**config.mk**
```make
export PLATFORM = sky130hd
export DESIGN_NAME = dtlb_miss_classifier
export DESIGN_NICKNAME = d
export VERILOG_FILES = /design/src/rtl/dmc_pkg.sv /design/src/rtl/dmc_rst_sync.sv /design/src/rtl/dmc_gate.sv /design/src/rtl/dmc_info_build.sv /design/src/rtl/dmc_status_build.sv /design/src/rtl/dtlb_miss_classifier.sv
export SDC_FILE = /design/constraint.sdc
export NUM_CORES = 1
export LEC_CHECK = 0
export ABC_CLOCK_PERIOD_IN_PS = 19600
export BUFFER_PORTS_ARGS = -buffer_cell sky130_fd_sc_hd__buf_4
export CELL_PAD_IN_SITES_DETAIL_PLACEMENT = 1
export CELL_PAD_IN_SITES_GLOBAL_PLACEMENT = 1
export CORE_ASPECT_RATIO = 2
export CORE_MARGIN = 3
export CORE_UTILIZATION = 38
export CTS_CLUSTER_SIZE = 16
export DETAILED_ROUTE_END_ITERATION = 10
export PLACE_DENSITY = 0.8
export SYNTH_ARGS = -nofsm -noshare
export SYNTH_HDL_FRONTEND = slang
export SYNTH_HIERARCHICAL = 1
export SYNTH_SLANG_ARGS = --single-unit
```
**constraint.sdc**
```tcl
create_clock -name clk -period 19.6 [get_ports clk]
set_input_delay 3.92 -clock clk [delete_from_list [all_inputs] [get_ports clk]]
set_output_delay 3.92 -clock clk [all_outputs]
set_load 0.005 [all_outputs]
```
**src/rtl/dmc_pkg.sv**
```systemverilog
package dmc_pkg;

  localparam logic [2:0] ACC_LOAD      = 3'd0;
  localparam logic [2:0] ACC_STORE     = 3'd1;
  localparam logic [2:0] ACC_SEMA      = 3'd2;
  localparam logic [2:0] ACC_NONACC    = 3'd3;
  localparam logic [2:0] ACC_STK_FILL  = 3'd4;
  localparam logic [2:0] ACC_STK_SPILL = 3'd5;

  localparam logic [1:0] COL_OFF      = 2'd0;
  localparam logic [1:0] COL_ON       = 2'd1;
  localparam logic [1:0] COL_INFLIGHT = 2'd2;

  // status word bit positions
  localparam int ST_X   = 32;
  localparam int ST_W   = 33;
  localparam int ST_R   = 34;
  localparam int ST_NA  = 35;
  localparam int ST_SP  = 36;
  localparam int ST_RS  = 37;
  localparam int ST_IR  = 38;
  localparam int ST_NI  = 39;
  localparam int ST_SO  = 40;
  localparam int ST_EI  = 41;
  localparam int ST_ED  = 43;

  // translation-info field positions
  localparam int TI_PS_LSB  = 2;
  localparam int TI_KEY_LSB = 8;

  localparam int WORD_W = 64;

endpackage

```
**src/rtl/dmc_rst_sync.sv**
```systemverilog
module dmc_rst_sync (
  input  logic clk,
  input  logic rst_n,
  output logic rst_n_sync
);
  logic [1:0] stage_q;

  always_ff @(posedge clk or negedge rst_n) begin
    if (!rst_n) stage_q <= 2'b00;
    else        stage_q <= {stage_q[0], 1'b1};
  end

  assign rst_n_sync = stage_q[1];
endmodule

```
**src/rtl/dmc_gate.sv**
```systemverilog
module dmc_gate
  import dmc_pkg::*;
#(
  parameter int                VEC_W      = 16,
  parameter logic [VEC_W-1:0]  ALT_VEC    = 16'h1000,
  parameter logic [VEC_W-1:0]  NESTED_VEC = 16'h1400
) (
  input  logic [2:0]       acc_kind,
  input  logic             dtrans_en,
  input  logic             rse_trans_en,
  input  logic             walker_en,
  input  logic [1:0]       collect_state,
  output logic             eligible,
  output logic             use_alt,
  output logic [VEC_W-1:0] vec
);
  logic is_data;
  logic is_stk;

  always_comb begin
    is_data  = (acc_kind == ACC_LOAD) || (acc_kind == ACC_STORE) ||
               (acc_kind == ACC_SEMA) || (acc_kind == ACC_NONACC);
    is_stk   = (acc_kind == ACC_STK_FILL) || (acc_kind == ACC_STK_SPILL);
    eligible = !walker_en && ((is_data && dtrans_en) || (is_stk && rse_trans_en));
    use_alt  = (collect_state == COL_ON) || (collect_state == COL_INFLIGHT);
    vec      = use_alt ? ALT_VEC : NESTED_VEC;
  end
endmodule

```
**src/rtl/dmc_info_build.sv**
```systemverilog
module dmc_info_build
  import dmc_pkg::*;
#(
  parameter int RID_W = 24,
  parameter int PS_W  = 6
) (
  input  logic [RID_W-1:0]  rgn_id,
  input  logic [PS_W-1:0]   rgn_page_size,
  output logic [WORD_W-1:0] info
);
  always_comb begin
    info = '0;
    info[TI_KEY_LSB +: RID_W] = rgn_id;
    info[TI_PS_LSB  +: PS_W]  = rgn_page_size;
  end
endmodule

```
**src/rtl/dmc_status_build.sv**
```systemverilog
module dmc_status_build
  import dmc_pkg::*;
(
  input  logic [2:0]        acc_kind,
  input  logic              legacy_mode,
  input  logic [3:0]        nonaccess_kind,
  input  logic              defer_hint,
  input  logic [1:0]        slot_idx,
  input  logic              spec_load,
  input  logic [1:0]        collect_state,
  output logic [WORD_W-1:0] status
);
  logic is_nonacc;
  logic is_stk;
  logic rd;
  logic wr;

  always_comb begin
    is_nonacc = (acc_kind == ACC_NONACC);
    is_stk    = (acc_kind == ACC_STK_FILL) || (acc_kind == ACC_STK_SPILL);
    rd        = (acc_kind == ACC_LOAD) || (acc_kind == ACC_SEMA) ||
                (acc_kind == ACC_STK_FILL);
    wr        = (acc_kind == ACC_STORE) || (acc_kind == ACC_SEMA) ||
                (acc_kind == ACC_STK_SPILL);

    status         = '0;
    status[ST_R]   = rd;
    status[ST_W]   = wr;
    status[ST_X]   = 1'b0;
    status[ST_NI]  = (collect_state == COL_INFLIGHT);
    status[ST_SO]  = 1'b0;
    status[ST_IR]  = 1'b0;
    if (!legacy_mode) begin
      status[3:0]            = is_nonacc ? nonaccess_kind : 4'd0;
      status[ST_NA]          = is_nonacc;
      status[ST_ED]          = is_stk ? 1'b0 : defer_hint;
      status[ST_EI +: 2]     = slot_idx;
      status[ST_RS]          = is_stk;
      status[ST_SP]          = is_stk ? 1'b0 : spec_load;
    end
  end
endmodule

```
**src/rtl/dtlb_miss_classifier.sv**
```systemverilog
module dtlb_miss_classifier
  import dmc_pkg::*;
#(
  parameter int               ADDR_W     = 64,
  parameter int               RID_W      = 24,
  parameter int               PS_W       = 6,
  parameter int               VEC_W      = 16,
  parameter logic [VEC_W-1:0] ALT_VEC    = 16'h1000,
  parameter logic [VEC_W-1:0] NESTED_VEC = 16'h1400
) (
  input  logic              clk,
  input  logic              rst_n,
  input  logic              miss_valid,
  input  logic [2:0]        acc_kind,
  input  logic              legacy_mode,
  input  logic [ADDR_W-1:0] data_addr,
  input  logic [3:0]        nonaccess_kind,
  input  logic              defer_hint,
  input  logic [1:0]        slot_idx,
  input  logic              spec_load,
  input  logic              dtrans_en,
  input  logic              rse_trans_en,
  input  logic [1:0]        collect_state,
  input  logic              rgn_walker_en,
  input  logic [RID_W-1:0]  rgn_id,
  input  logic [PS_W-1:0]   rgn_page_size,
  output logic [VEC_W-1:0]  vector_offset,
  output logic              fault_taken,
  output logic [ADDR_W-1:0] fault_addr,
  output logic [63:0]       trans_info,
  output logic [63:0]       intr_status
);
  logic              rst_n_sync;
  logic              eligible;
  logic              use_alt;
  logic [VEC_W-1:0]  vec_sel;
  logic [WORD_W-1:0] info_w;
  logic [WORD_W-1:0] status_w;

  logic              pulse_q,  pulse_d;
  logic [VEC_W-1:0]  vec_q,    vec_d;
  logic [ADDR_W-1:0] addr_q,   addr_d;
  logic [WORD_W-1:0] info_q,   info_d;
  logic [WORD_W-1:0] status_q, status_d;
  logic              cap_en;
  logic              alt_en;

  dmc_rst_sync u_rst_sync (
    .clk        (clk),
    .rst_n      (rst_n),
    .rst_n_sync (rst_n_sync)
  );

  dmc_gate #(
    .VEC_W      (VEC_W),
    .ALT_VEC    (ALT_VEC),
    .NESTED_VEC (NESTED_VEC)
  ) u_gate (
    .acc_kind      (acc_kind),
    .dtrans_en     (dtrans_en),
    .rse_trans_en  (rse_trans_en),
    .walker_en     (rgn_walker_en),
    .collect_state (collect_state),
    .eligible      (eligible),
    .use_alt       (use_alt),
    .vec           (vec_sel)
  );

  dmc_info_build #(
    .RID_W (RID_W),
    .PS_W  (PS_W)
  ) u_info (
    .rgn_id        (rgn_id),
    .rgn_page_size (rgn_page_size),
    .info          (info_w)
  );

  dmc_status_build u_status (
    .acc_kind       (acc_kind),
    .legacy_mode    (legacy_mode),
    .nonaccess_kind (nonaccess_kind),
    .defer_hint     (defer_hint),
    .slot_idx       (slot_idx),
    .spec_load      (spec_load),
    .collect_state  (collect_state),
    .status         (status_w)
  );

  // next state
  always_comb begin
    cap_en   = miss_valid && eligible;
    alt_en   = cap_en && use_alt;
    pulse_d  = cap_en;
    vec_d    = cap_en ? vec_sel  : vec_q;
    addr_d   = alt_en ? data_addr : addr_q;
    info_d   = alt_en ? info_w   : info_q;
    status_d = alt_en ? status_w : status_q;
  end

  // registers
  always_ff @(posedge clk or negedge rst_n_sync) begin
    if (!rst_n_sync) begin
      pulse_q  <= 1'b0;
      vec_q    <= '0;
      addr_q   <= '0;
      info_q   <= '0;
      status_q <= '0;
    end else begin
      pulse_q  <= pulse_d;
      vec_q    <= vec_d;
      addr_q   <= addr_d;
      info_q   <= info_d;
      status_q <= status_d;
    end
  end

  assign fault_taken   = pulse_q;
  assign vector_offset = vec_q;
  assign fault_addr    = addr_q;
  assign trans_info    = info_q;
  assign intr_status   = status_q;
endmodule

```
* After elaboration in Yosys (flattened, before gate mapping)
Cells that the tools add are included.
** Cells by class
- Eq/ne operators :: 7
- Mux-type cells :: 7
- Reduce and logical (&&, ||, !) cells :: 17
** Operators by type and width (number)
- $mux 11 :: 1
- $logic_or 1x1->1 :: 10
- $mux 4 :: 2
- $eq 3x2->1 const B :: 2
- $eq 3x3->1 const B :: 2
- $mux 3 :: 2
- $logic_and 1x1->1 :: 5
- $eq 3x1->1 const B :: 1
- $logic_not 3->1 :: 1
- $eq 2x1->1 const B :: 1
- $eq 2x2->1 const B :: 1
- $mux 1 :: 2
- $logic_not 1->1 :: 1
** Storage, ports and cells
- Flip-flop bits (word level) :: 126
- Output and inout bits :: 209

* Logic depth before layout (Yosys ltp)
Gate-level depths: netlist (run 1).
- Depth after elaboration :: 9
- Depth in mapped cells :: 6
- Mapped depth without buffers :: 4

* By module
Netlist (run 1), hierarchy kept.
** Modules (own cells, without submodules)
- dtlb_miss_classifier :: times used 1, cells each 442, area each 8488.1 um^2
- dmc_status_build :: times used 1, cells each 69, area each 510.5 um^2
- dmc_info_build :: times used 1, cells each 65, area each 484.2 um^2
- dmc_gate :: times used 1, cells each 22, area each 151.4 um^2
- dmc_rst_sync :: times used 1, cells each 3, area each 53.8 um^2

* Worst setup path before layout (run 1)
Ideal clock, no wire load.
- Path kind :: input to register
- Start :: in acc_kind[1]
- End :: reg addr_q[10], in the netlist fault_addr[10]
- Library setup time :: 125 ps
- Arrival time :: 4972 ps
- Required time :: 19475 ps
- Path slack :: 14503 ps
- Stages on the path :: 6
- Buffers on the path :: 2
- Path through :: nand3b_1 -> a21oi_1 -> nand3_1 -> buf_4 -> buf_6 -> mux2_4
** Between the ends
- Longest elaborated chain between the ends :: 9
- Elaborated cells on any way between the ends :: 16
- Classes of those cells :: eq/ne (5); reduce/logical (11)
** Ends and longest elaborated chain
- start: declaration :: line dtlb_miss_classifier.sv:14 : input logic [2:0] acc_kind,
- $eq 3x1->1 or $logic_not 3->1 (tied branches) :: line dmc_gate.sv:21 : is_data = (acc_kind == ACC_LOAD) || (acc_kind == ACC_STORE) ||
- $logic_or 1x1->1 (2 in a row) :: line dmc_gate.sv:21
- $logic_or 1x1->1 :: line dmc_gate.sv:22 : (acc_kind == ACC_SEMA) || (acc_kind == ACC_NONACC);
- $logic_and 1x1->1 :: line dmc_gate.sv:24 : eligible = !walker_en && ((is_data && dtrans_en) || (is_stk && rse_trans_en));
- $logic_or 1x1->1 (*) :: line dmc_gate.sv:24
- $logic_and 1x1->1 (*) :: line dmc_gate.sv:24
- via eligible :: line dtlb_miss_classifier.sv:34 : logic eligible;
- $logic_and 1x1->1 (*) :: line dtlb_miss_classifier.sv:91 : cap_en = miss_valid && eligible;
- $logic_and 1x1->1 (*) :: line dtlb_miss_classifier.sv:92 : alt_en = cap_en && use_alt;
- end signal: assignment :: line dtlb_miss_classifier.sv:111 : addr_q <= addr_d;
- end: declaration :: line dtlb_miss_classifier.sv:42 : logic [ADDR_W-1:0] addr_q, addr_d;
Mark *: on every way through the listed nets, which the timed path passes. The rest lies on a longest branch.
A chain may end at the register's enable or synchronous reset.

* Final worst setup path (run 1)
- Start :: in collect_state[1]
- End :: reg addr_q[20], in the netlist fault_addr[20]
** Between the ends
- Longest elaborated chain between the ends :: 3
- Elaborated cells on any way between the ends :: 4
- Classes of those cells :: eq/ne (2); reduce/logical (2)
** Ends and longest elaborated chain
- start: declaration :: line dtlb_miss_classifier.sv:23 : input logic [1:0] collect_state,
- $eq 2x1->1 or $eq 2x2->1 (tied branches) :: line dmc_gate.sv:25 : use_alt = (collect_state == COL_ON) || (collect_state == COL_INFLIGHT);
- $logic_or 1x1->1 (*) :: line dmc_gate.sv:25
- via use_alt :: line dtlb_miss_classifier.sv:35 : logic use_alt;
- $logic_and 1x1->1 (*) :: line dtlb_miss_classifier.sv:92
Marks and branches as above.

==> results_dict.tcl, run 1 <==
set metrics [dict create \
    status "completed" \
    dieArea_sq_um 27560 \
    finalHoldViolCount 0 \
    rows 82 \
    grt_max_degree 72 \
    fin_util_pct 49.44 \
    p_seq_share_pct 43.3 \
    clockRootBuffer "clkbuf_16" \
    setup_viol 0 \
    intPower_uw 1087 \
    slowest_delay_ps 890 \
    drc 0 \
    tns_ps 0 \
    antenna_found_initial 1 \
    power.share.clock_pct 26.8 \
    grt_pass1_wl_mm 35.47 \
    diodes 0 \
    endpoint_kind "flip-flop" \
    rsz0062_at_grt "false" \
    synth_cell_type_count 19 \
    synth_most_common_cell "dfrtp_1" \
    initial_utilization_pct 38.70 \
    synthFlopType "dfrtp_1" \
    finalPower_uw 1471 \
    relSlewSlack_pct 31.05 \
    cap_violations 0 \
    overflow 0 \
    synth_edf_count 0 \
    syn_inst 601 \
    core_area_sq_um 25030 \
    p_leak_uw 0.006734 \
    grt_pass1_vias 5978 \
    peakVddDrop_v 0.00006709 \
    cts.clk_slew.worst_paths_ps 60 \
    ios 323 \
    synth.area.top_cells "dfrtp_1 55%, mux2_4 28%, buf_4 10%" \
    drt-met1-wl_mm 8.015 \
    hold_path.class "reg2reg" \
    wl_met2_mm 12.97 \
    track_usage_pct 16.61 \
    dr.pass1.iters 4 \
    switchingPower_uw 384.2 \
    cts.sinks 211 \
    worstMarginPinSlew_ps 1034 \
    ys_warn_count 6 \
    clockBufferDepth 3 \
    worstPathCellList "buf_4, xor2_1, nand3_4, buf_4, buf_4, mux2_4" \
    timing.final.crit_share_pct 33.24 \
    worst_setup_path_start_kind "primary input" \
    drv_slew 0 \
    cp_max_fo 53 \
    fin_hold_ws_ps 358.0 \
    postCtsSetupRepairBufs 0 \
    syn_avg_cell_area_sq_um 16.12 \
    period_needed_ps 6515 \
    wl_mm 23.57 \
    placement.io_buffers 322 \
    ys_seq_area_share_pct 54.50 \
    synth_area_sq_um 9688 \
    synth_async_sr_flop_share_pct 100.0 \
    synthTopCellsByCount "211 x dfrtp_1, 180 x mux2_4, 134 x buf_4" \
    wl_met3_mm 1.393 \
    yosysTopAreaCellShare_pct 54.50 \
    ctsHoldBuffers 0 \
    cts_tree "yes" \
    num_vias 5343 \
    cts_buffers 21 \
    die_w_um 118.9 \
    arrival_ps 6890 \
    power_frac_comb_pct 29.9 \
    place_congestion 0.7479 \
    synth_top_area_cell "dfrtp_1" \
    cts_max_level 1 \
    required_ps 19980 \
    skew_ps 9.061 \
    wire_per_inst_um 18.98 \
    critPathKind "in2reg" \
    worst_skew_pair.late_latency_ps 500 \
    yosys_register_bits 211 \
    cpMaxStageDelayCell "buf_4" \
    fmax_mhz 153.5 \
    routed.top_layer "met5" \
    cpMostUsedCell "buf_4" \
    hpwl_mm 17.19 \
    ant_nets 0 \
    drt-initial-drc-count 159 \
    powerDensity_nw_per_um2 118.9 \
    cts_resized 0 \
    swShare_pct 26.12 \
    nets 1007 \
    die_y_um 231.8 \
    via_per_inst 4.302 \
    area_growth_pct 27.74 \
    final_layout_size_suffix_gt1_share_pct 62.80 \
]
-- sequential cells by signal, indices dropped and copies added, names as in the netlist --
signal and cells:
fault_addr 64, intr_status 64, trans_info 64, vector_offset 16, u_rst_sync/stage_q 2, fault_taken 1
-- power by group through the flow --
stage / combinational [uW] / clock, uW / sequential [uW]
6_report: 440 / 395 / 636
5_1_grt: 467 / 430 / 652
4_1_cts: 449 / 413 / 638
3_5_place_dp: 446 / 0 / 643
3_3_place_gp: 434 / 0 / 636
2_1_floorplan: 196 / 0 / 641
-- area by class of cell --
cell class              instances  area (sq um)
fillers                      2652         12660
inverters                       2         7.507
multi-input cells             330          3555
well taps                     336         420.4
clock inverters                 6         55.05
clock buffers                  30         599.3
flip-flops and latches        211          5284
repair buffers                327          2455
-- metal layers --
layer  vias to the layer above  track usage, %
li1                       2368               -
met1                      2700           16.95
met2                       214           31.31
met3                        59           3.632
met4                         2           8.487
met5                         -               0
-- through the flow --
step	cell area, sq um	worst slack [ps]	instances
floorplan	10050	13280	697
global placement	11720	12610	1206
detailed placement	11720	12560	1206
CTS	12380	13100	1242
global route	12380	12970	1242
finish	12380	13090	1242
-- critical path: cells and delay by family --
kind,cells,cell delay (ps)
xor+xnor,1,190
buf+inv,3,1850
mux,1,360
simple gates,1,490
-- placed cells by master (no fill, tap or decap), drive strengths merged --
master  netlist  layout
buf         154     327
dfrtp       211     211
mux2        208     208
conb          5     101
clkbuf        0      30
clkinv        0       5
nor2b         5       5
and2          4       4
inv           2       2
nand2b        2       2
a21oi         2       2
nor3b         2       2
nand2         1       1
nand3         1       1
bufinv        0       1
nand3b        1       1
xor2          1       1
and4bb        1       1
mux2i         1       1
-- cells by family after synthesis --
group,Yosys count,synth area share [%]
multiplexers,209,31.25
AO/OA/AOI/OAI,2,0.1033
flip-flops,211,54.50
other,5,0.1937
AND/OR/NAND/NOR,17,1.201
XOR/XNOR,1,0.09042
buffers and inverters,156,12.66
-- path summary, 6_finish.rpt --
path,slack (ps),start,depth (start not counted),endpoint
max,13090,collect_state[1],6,fault_addr[20]
max in group asynchronous,16310,rst_n,1,u_rst_sync/stage_q[1]
min in group asynchronous,480,u_rst_sync/stage_q[1],0,intr_status[24]
min,360,u_rst_sync/stage_q[0],0,u_rst_sync/stage_q[1]
min reg2reg,360,u_rst_sync/stage_q[0],0,u_rst_sync/stage_q[1]
max reg2reg,17640,u_rst_sync/stage_q[1],1,trans_info[13]
Note: power is estimated with default switching activity, not from simulation.
==> run 2, diff against run 1 <==
--- a/config.mk
+++ b/config.mk
@@ -5,7 +5,7 @@
 export SDC_FILE = /design/constraint.sdc
 export NUM_CORES = 1
 export LEC_CHECK = 0
-export ABC_CLOCK_PERIOD_IN_PS = 19600
+export ABC_CLOCK_PERIOD_IN_PS = 6800
 export BUFFER_PORTS_ARGS = -buffer_cell sky130_fd_sc_hd__buf_4
 export CELL_PAD_IN_SITES_DETAIL_PLACEMENT = 1
 export CELL_PAD_IN_SITES_GLOBAL_PLACEMENT = 1
==> constraint.sdc (replaced) <==
create_clock -name clk -period 6.8 [get_ports clk]
set_input_delay 1.36 -clock clk [delete_from_list [all_inputs] [get_ports clk]]
set_output_delay 1.36 -clock clk [all_outputs]
set_load 0.005 [all_outputs]
==> run 2 against run 1 <==
Effect of this change: setup slack worse by 9800 ps; largest cell class unchanged; sequential cell count did not move; global-route usage increased by 0.39 points; critical path depth did not move; sequential share of layout area is 0.25 points lower.
==> results_dict.tcl, run 2 (synthesis gave the netlist of run 1 again) <==
set metrics [dict create \
    initial_utilization_pct 38.70 \
    grt_max_degree 95 \
    area_growth_pct 28.50 \
    wire_per_inst_um 19.15 \
    clockBufferDepth 3 \
    ios 323 \
    ctsHoldBuffers 0 \
    cts_resized 0 \
    antenna_found_initial 2 \
    die_y_um 231.8 \
    drc 0 \
    grt_pass1_vias 6002 \
    final_cell_mix "325 x buf_4, 210 x dfrtp_1, 180 x mux2_4" \
    relSlewSlack_pct 35.54 \
    required_ps 7180 \
    endpoint_kind "flip-flop" \
    setup_viol 0 \
    timing.final.crit_share_pct 51.04 \
    rr_startpoint "u_rst_sync/stage_q[1]" \
    peakVddDrop_v 0.0002419 \
    overflow 0 \
    drv_slew 0 \
    dr.pass1.iters 4 \
    period_needed_ps 3471 \
    clockRootBuffer "clkbuf_16" \
    drt-initial-drc-count 203 \
    cts_buffers 21 \
    holdPathStages 0 \
    fmax_mhz 288.1 \
    final_common_cell "buf_4" \
    cts.clk_slew.worst_paths_ps 60 \
    grt_pass1_wl_mm 36.27 \
    die_w_um 118.9 \
    cap_violations 0 \
    cts_tree "yes" \
    placed_area_sq_um 11730 \
    hold_path.class "reg2reg" \
    nets 1006 \
    reg2reg_to "intr_status[45]" \
    place_congestion 0.7390 \
    tns_ps 0 \
    core_area_sq_um 25030 \
    finalHoldViolCount 0 \
    via_per_inst 4.296 \
    arrival_ps 3850 \
    dieArea_sq_um 27560 \
    ant_nets 0 \
    wl_mm 23.80 \
    r2r_slack_ps 4910 \
    rows 82 \
    final_layout_size_suffix_gt1_share_pct 62.84 \
    cp_max_fo 52 \
    critPathKind "in2reg" \
    hpwl_mm 16.90 \
    cts_max_level 1 \
    powerDensity_nw_per_um2 348.6 \
    postCtsSetupRepairBufs 0 \
    cts.sinks 211 \
    r2r_cells 1 \
    rsz0062_at_grt "false" \
    hold_start "u_rst_sync/stage_q[0]" \
    placement.io_buffers 322 \
    final_area_sq_um 12450 \
    skew_ps 20.96 \
    hold_end "u_rst_sync/stage_q[1]" \
    track_usage_pct 17.00 \
    worstMarginPinSlew_ps 966.9 \
    fin_hold_ws_ps 352.6 \
    p_leak_uw 0.006757 \
    diodes 0 \
    num_vias 5340 \
    status "completed" \
    worst_skew_pair.late_latency_ps 510 \
    worst_setup_path_start_kind "primary input" \
]
[run 2: cell count changes in the layout (fill, tap and decap cells not counted)]
| cell | change |
|---|---|
| buf_4 | -2 |
| clkinvlp_4 | +2 |
| buf_12 | +1 |
| clkinv_2 | -3 |
| inv_6 | +1 |
| bufinv_16 | +2 |
[run 2: layer usage]
layer / GRT usage [%] / part of all wire [%] / vias to the layer above
li1: - / - / 2371
met1: 17.21 / 33 / 2709
met2: 32.91 / 57 / 205
met3: 3.486 / 5.7 / 53
met4: 7.581 / 4.3 / 2
met5: 0 / 0.034 / -
[run 2: final cells by class]
cell class	count	area (sq um)
fill	2611	12580
clock buffer	30	599.3
timing repair buffer	326	2460
clock inverter	8	123.9
sequential	211	5284
multi-input combinational	330	3555
inverter	2	7.507
tap	336	420.4
[run 2: stage by stage]
step           utilization (%)  total power, uW  setup WS [ps]  std cells
3_3_place_gp             46.84             3085           2793       1205
2_1_floorplan                -             2412          484.8        697
5_1_grt                  49.73             4567           3206       1243
4_1_cts                  49.73             4423           3311       1243
3_5_place_dp             46.84             3140           2787       1205
6_report                 49.73             4340           3329       1243
[run 2: power breakdown]
part	total, uW	internal (uW)	switching, uW
clock	1230	731	500
sequential	1830	1600	228
combinational	1280	879	399
[run 2: worst max path at each step]
stage	endpoint	startpoint	depth (start not counted)	slack [ps]
after CTS	fault_addr[43]	acc_kind[1]	6	3310
after detailed placement	trans_info[27]	acc_kind[1]	6	2790
after floorplan	fault_addr[0]	u_rst_sync/stage_q[1]	0	480
after global routing	fault_addr[43]	acc_kind[1]	6	3210
final	fault_addr[43]	acc_kind[1]	6	3330
after global placement	trans_info[18]	acc_kind[1]	6	2790
[run 2: worst max-delay path, stage by stage]
cell and delay [ps]:
buf_4 130, nand3b_1 150, a21oi_1 290, nand3_4 710, buf_4 710, mux2_4 430
==> run 3, diff against run 2 <==
--- a/config.mk
+++ b/config.mk
@@ -5,7 +5,7 @@
 export SDC_FILE = /design/constraint.sdc
 export NUM_CORES = 1
 export LEC_CHECK = 0
-export ABC_CLOCK_PERIOD_IN_PS = 6800
+export ABC_CLOCK_PERIOD_IN_PS = 2900
 export BUFFER_PORTS_ARGS = -buffer_cell sky130_fd_sc_hd__buf_4
 export CELL_PAD_IN_SITES_DETAIL_PLACEMENT = 1
 export CELL_PAD_IN_SITES_GLOBAL_PLACEMENT = 1
@@ -14,7 +14,7 @@
 export CORE_UTILIZATION = 38
 export CTS_CLUSTER_SIZE = 16
 export DETAILED_ROUTE_END_ITERATION = 10
-export PLACE_DENSITY = 0.8
+export PLACE_DENSITY = 0.83
 export SYNTH_ARGS = -nofsm -noshare
 export SYNTH_HDL_FRONTEND = slang
 export SYNTH_HIERARCHICAL = 1
==> constraint.sdc (replaced) <==
create_clock -name clk -period 2.9 [get_ports clk]
set_input_delay 0.58 -clock clk [delete_from_list [all_inputs] [get_ports clk]]
set_output_delay 0.58 -clock clk [all_outputs]
set_load 0.005 [all_outputs]
==> run 3 against run 2 <==
Effect of this change: sequential cell count is the same; via count is 1.3% higher; critical path depth unchanged; clock-buffer cell count is 3 higher; combinational power rose by 130%; die area unchanged; clock skew is 12 ps lower; cell area is 0.60% higher; worst hold slack got worse by 47 ps; power grew 130%; critical path type unchanged; largest power group unchanged.
==> results_dict.tcl, run 3 (synthesis gave the netlist of run 1 again) <==
set metrics [dict create \
    die_w_um 118.9 \
    slowest_delay_ps 420 \
    ant_nets 0 \
    hold_path.class "in2reg" \
    overflow 0 \
    setup_viol 0 \
    placed_area_sq_um 11820 \
    cap_violations 0 \
    cpMaxStageDelayCell "mux2_4" \
    final_layout_size_suffix_gt1_share_pct 62.91 \
    initial_utilization_pct 38.70 \
    nets 1015 \
    p_leak_uw 0.006805 \
    fmax_mhz 511.4 \
    num_vias 5407 \
    tns_ps 0 \
    wire_per_inst_um 19.29 \
    place_congestion 0.7499 \
    skew_ps 8.482 \
    core_area_sq_um 25030 \
    worst_skew_pair.late_latency_ps 500 \
    powerDensity_nw_per_um2 805.4 \
    grt_pass1_vias 6160 \
    critPathBufInv 2 \
    drc 0 \
    antenna_found_initial 0 \
    critPathKind "in2reg" \
    status "completed" \
    nFillCells 2613 \
    peakVddDrop_v 0.0004911 \
    track_usage_pct 17.07 \
    drt-initial-drc-count 185 \
    endpoint_kind "flip-flop" \
    postCtsSetupRepairBufs 0 \
    hpwl_mm 17.95 \
    grt_max_degree 107 \
    cts.clk_slew.worst_paths_ps 60 \
    period_needed_ps 1955 \
    dr.pass1.iters 4 \
    cts_tree "yes" \
    dieArea_sq_um 27560 \
    drv_slew 0 \
    crit_start "acc_kind[1]" \
    arrival_ps 2340 \
    cts_buffers 22 \
    worstPathCellList "buf_4, nand3b_1, a21oi_1, nand3_4, buf_12, mux2_4" \
    final_common_cell "buf_4" \
    timing.final.crit_share_pct 67.43 \
    cts.sinks 211 \
    relSlewSlack_pct 43.97 \
    final_area_sq_um 12520 \
    via_per_inst 4.326 \
    wl_mm 24.12 \
    area_growth_pct 29.28 \
    finalHoldViolCount 0 \
    rr_startpoint "u_rst_sync/stage_q[1]" \
    hold_start "data_addr[37]" \
    die_y_um 231.8 \
    required_ps 3280 \
    ios 323 \
    clockRootBuffer "clkbuf_16" \
    cts_max_level 1 \
    worstMarginPinSlew_ps 840.4 \
    placement.io_buffers 322 \
    clockBufferDepth 3 \
    grt_pass1_wl_mm 36.67 \
    final_cell_mix "329 x buf_4, 210 x dfrtp_1, 180 x mux2_4" \
    cp_max_fo 106 \
    path_delay_family "buffers and inverters" \
    diodes 0 \
    rows 82 \
    rsz0062_at_grt "false" \
    worst_setup_path_start_kind "primary input" \
]
==> run 3: final timing paths <==
path | to | slack, ps | cells past startpoint
worst min register to register | u_rst_sync/stage_q[1] | 360 | 0
worst max-delay path | trans_info[22] | 940 | 6
max in group asynchronous | intr_status[47] | 1720 | 1
worst max register to register | intr_status[47] | 1720 | 1
min in group asynchronous | intr_status[1] | 390 | 0
worst min-delay path | fault_addr[37] | 310 | 2
==> run 3: where the power goes <==
part | internal (uW) | leakage [uW] | switching, uW
logic | 2070 | 0.00389 | 936
registers | 3770 | 0.00257 | 544
clock network | 1640 | 0.000345 | 1140
total | 7470 | 0.00680 | 2620
==> run 3: final cells by class <==
class	instances	area (sq um)	area share, %
clock buffers	33	653.1	5.215
flip-flops and latches	211	5284	42.19
well taps	336	420.4	3.357
multi-input cells	330	3555	28.38
inverters	2	7.507	0.05994
clock inverters	4	45.04	0.3596
repair buffers	334	2560	20.44
==> run 3: repair_timing <==
item                      in CTS  in global routing
hold endpoints to repair       2                  0
hold buffers                   1                  0
resized for setup              0                  0
==> run 3: metrics by stage <==
stage | setup slack, ps | util [%] | total power [uW] | hold slack [ps] | std cells
6_report | 944.6 | 50.03 | 10090 | 305.5 | 1250
5_1_grt | 833.8 | 50.03 | 10620 | 280.1 | 1250
4_1_cts | 924.1 | 50.03 | 10280 | 271.4 | 1250
3_5_place_dp | 378.5 | 47.20 | 7393 | 346.4 | 1212
3_3_place_gp | 440.9 | 47.20 | 7219 | 335.2 | 1212
2_1_floorplan | 755.0 | - | 5655 | 284.4 | 697
==> run 3: metal layers <==
layer / global-route usage [%] / part of all wire (%) / up-vias
li1: - / - / 2380
met1: 16.66 / 33 / 2738
met2: 33.21 / 57 / 223
met3: 3.267 / 5.2 / 66
met4: 8.995 / 5.2 / 0
met5: 0 / 0 / -
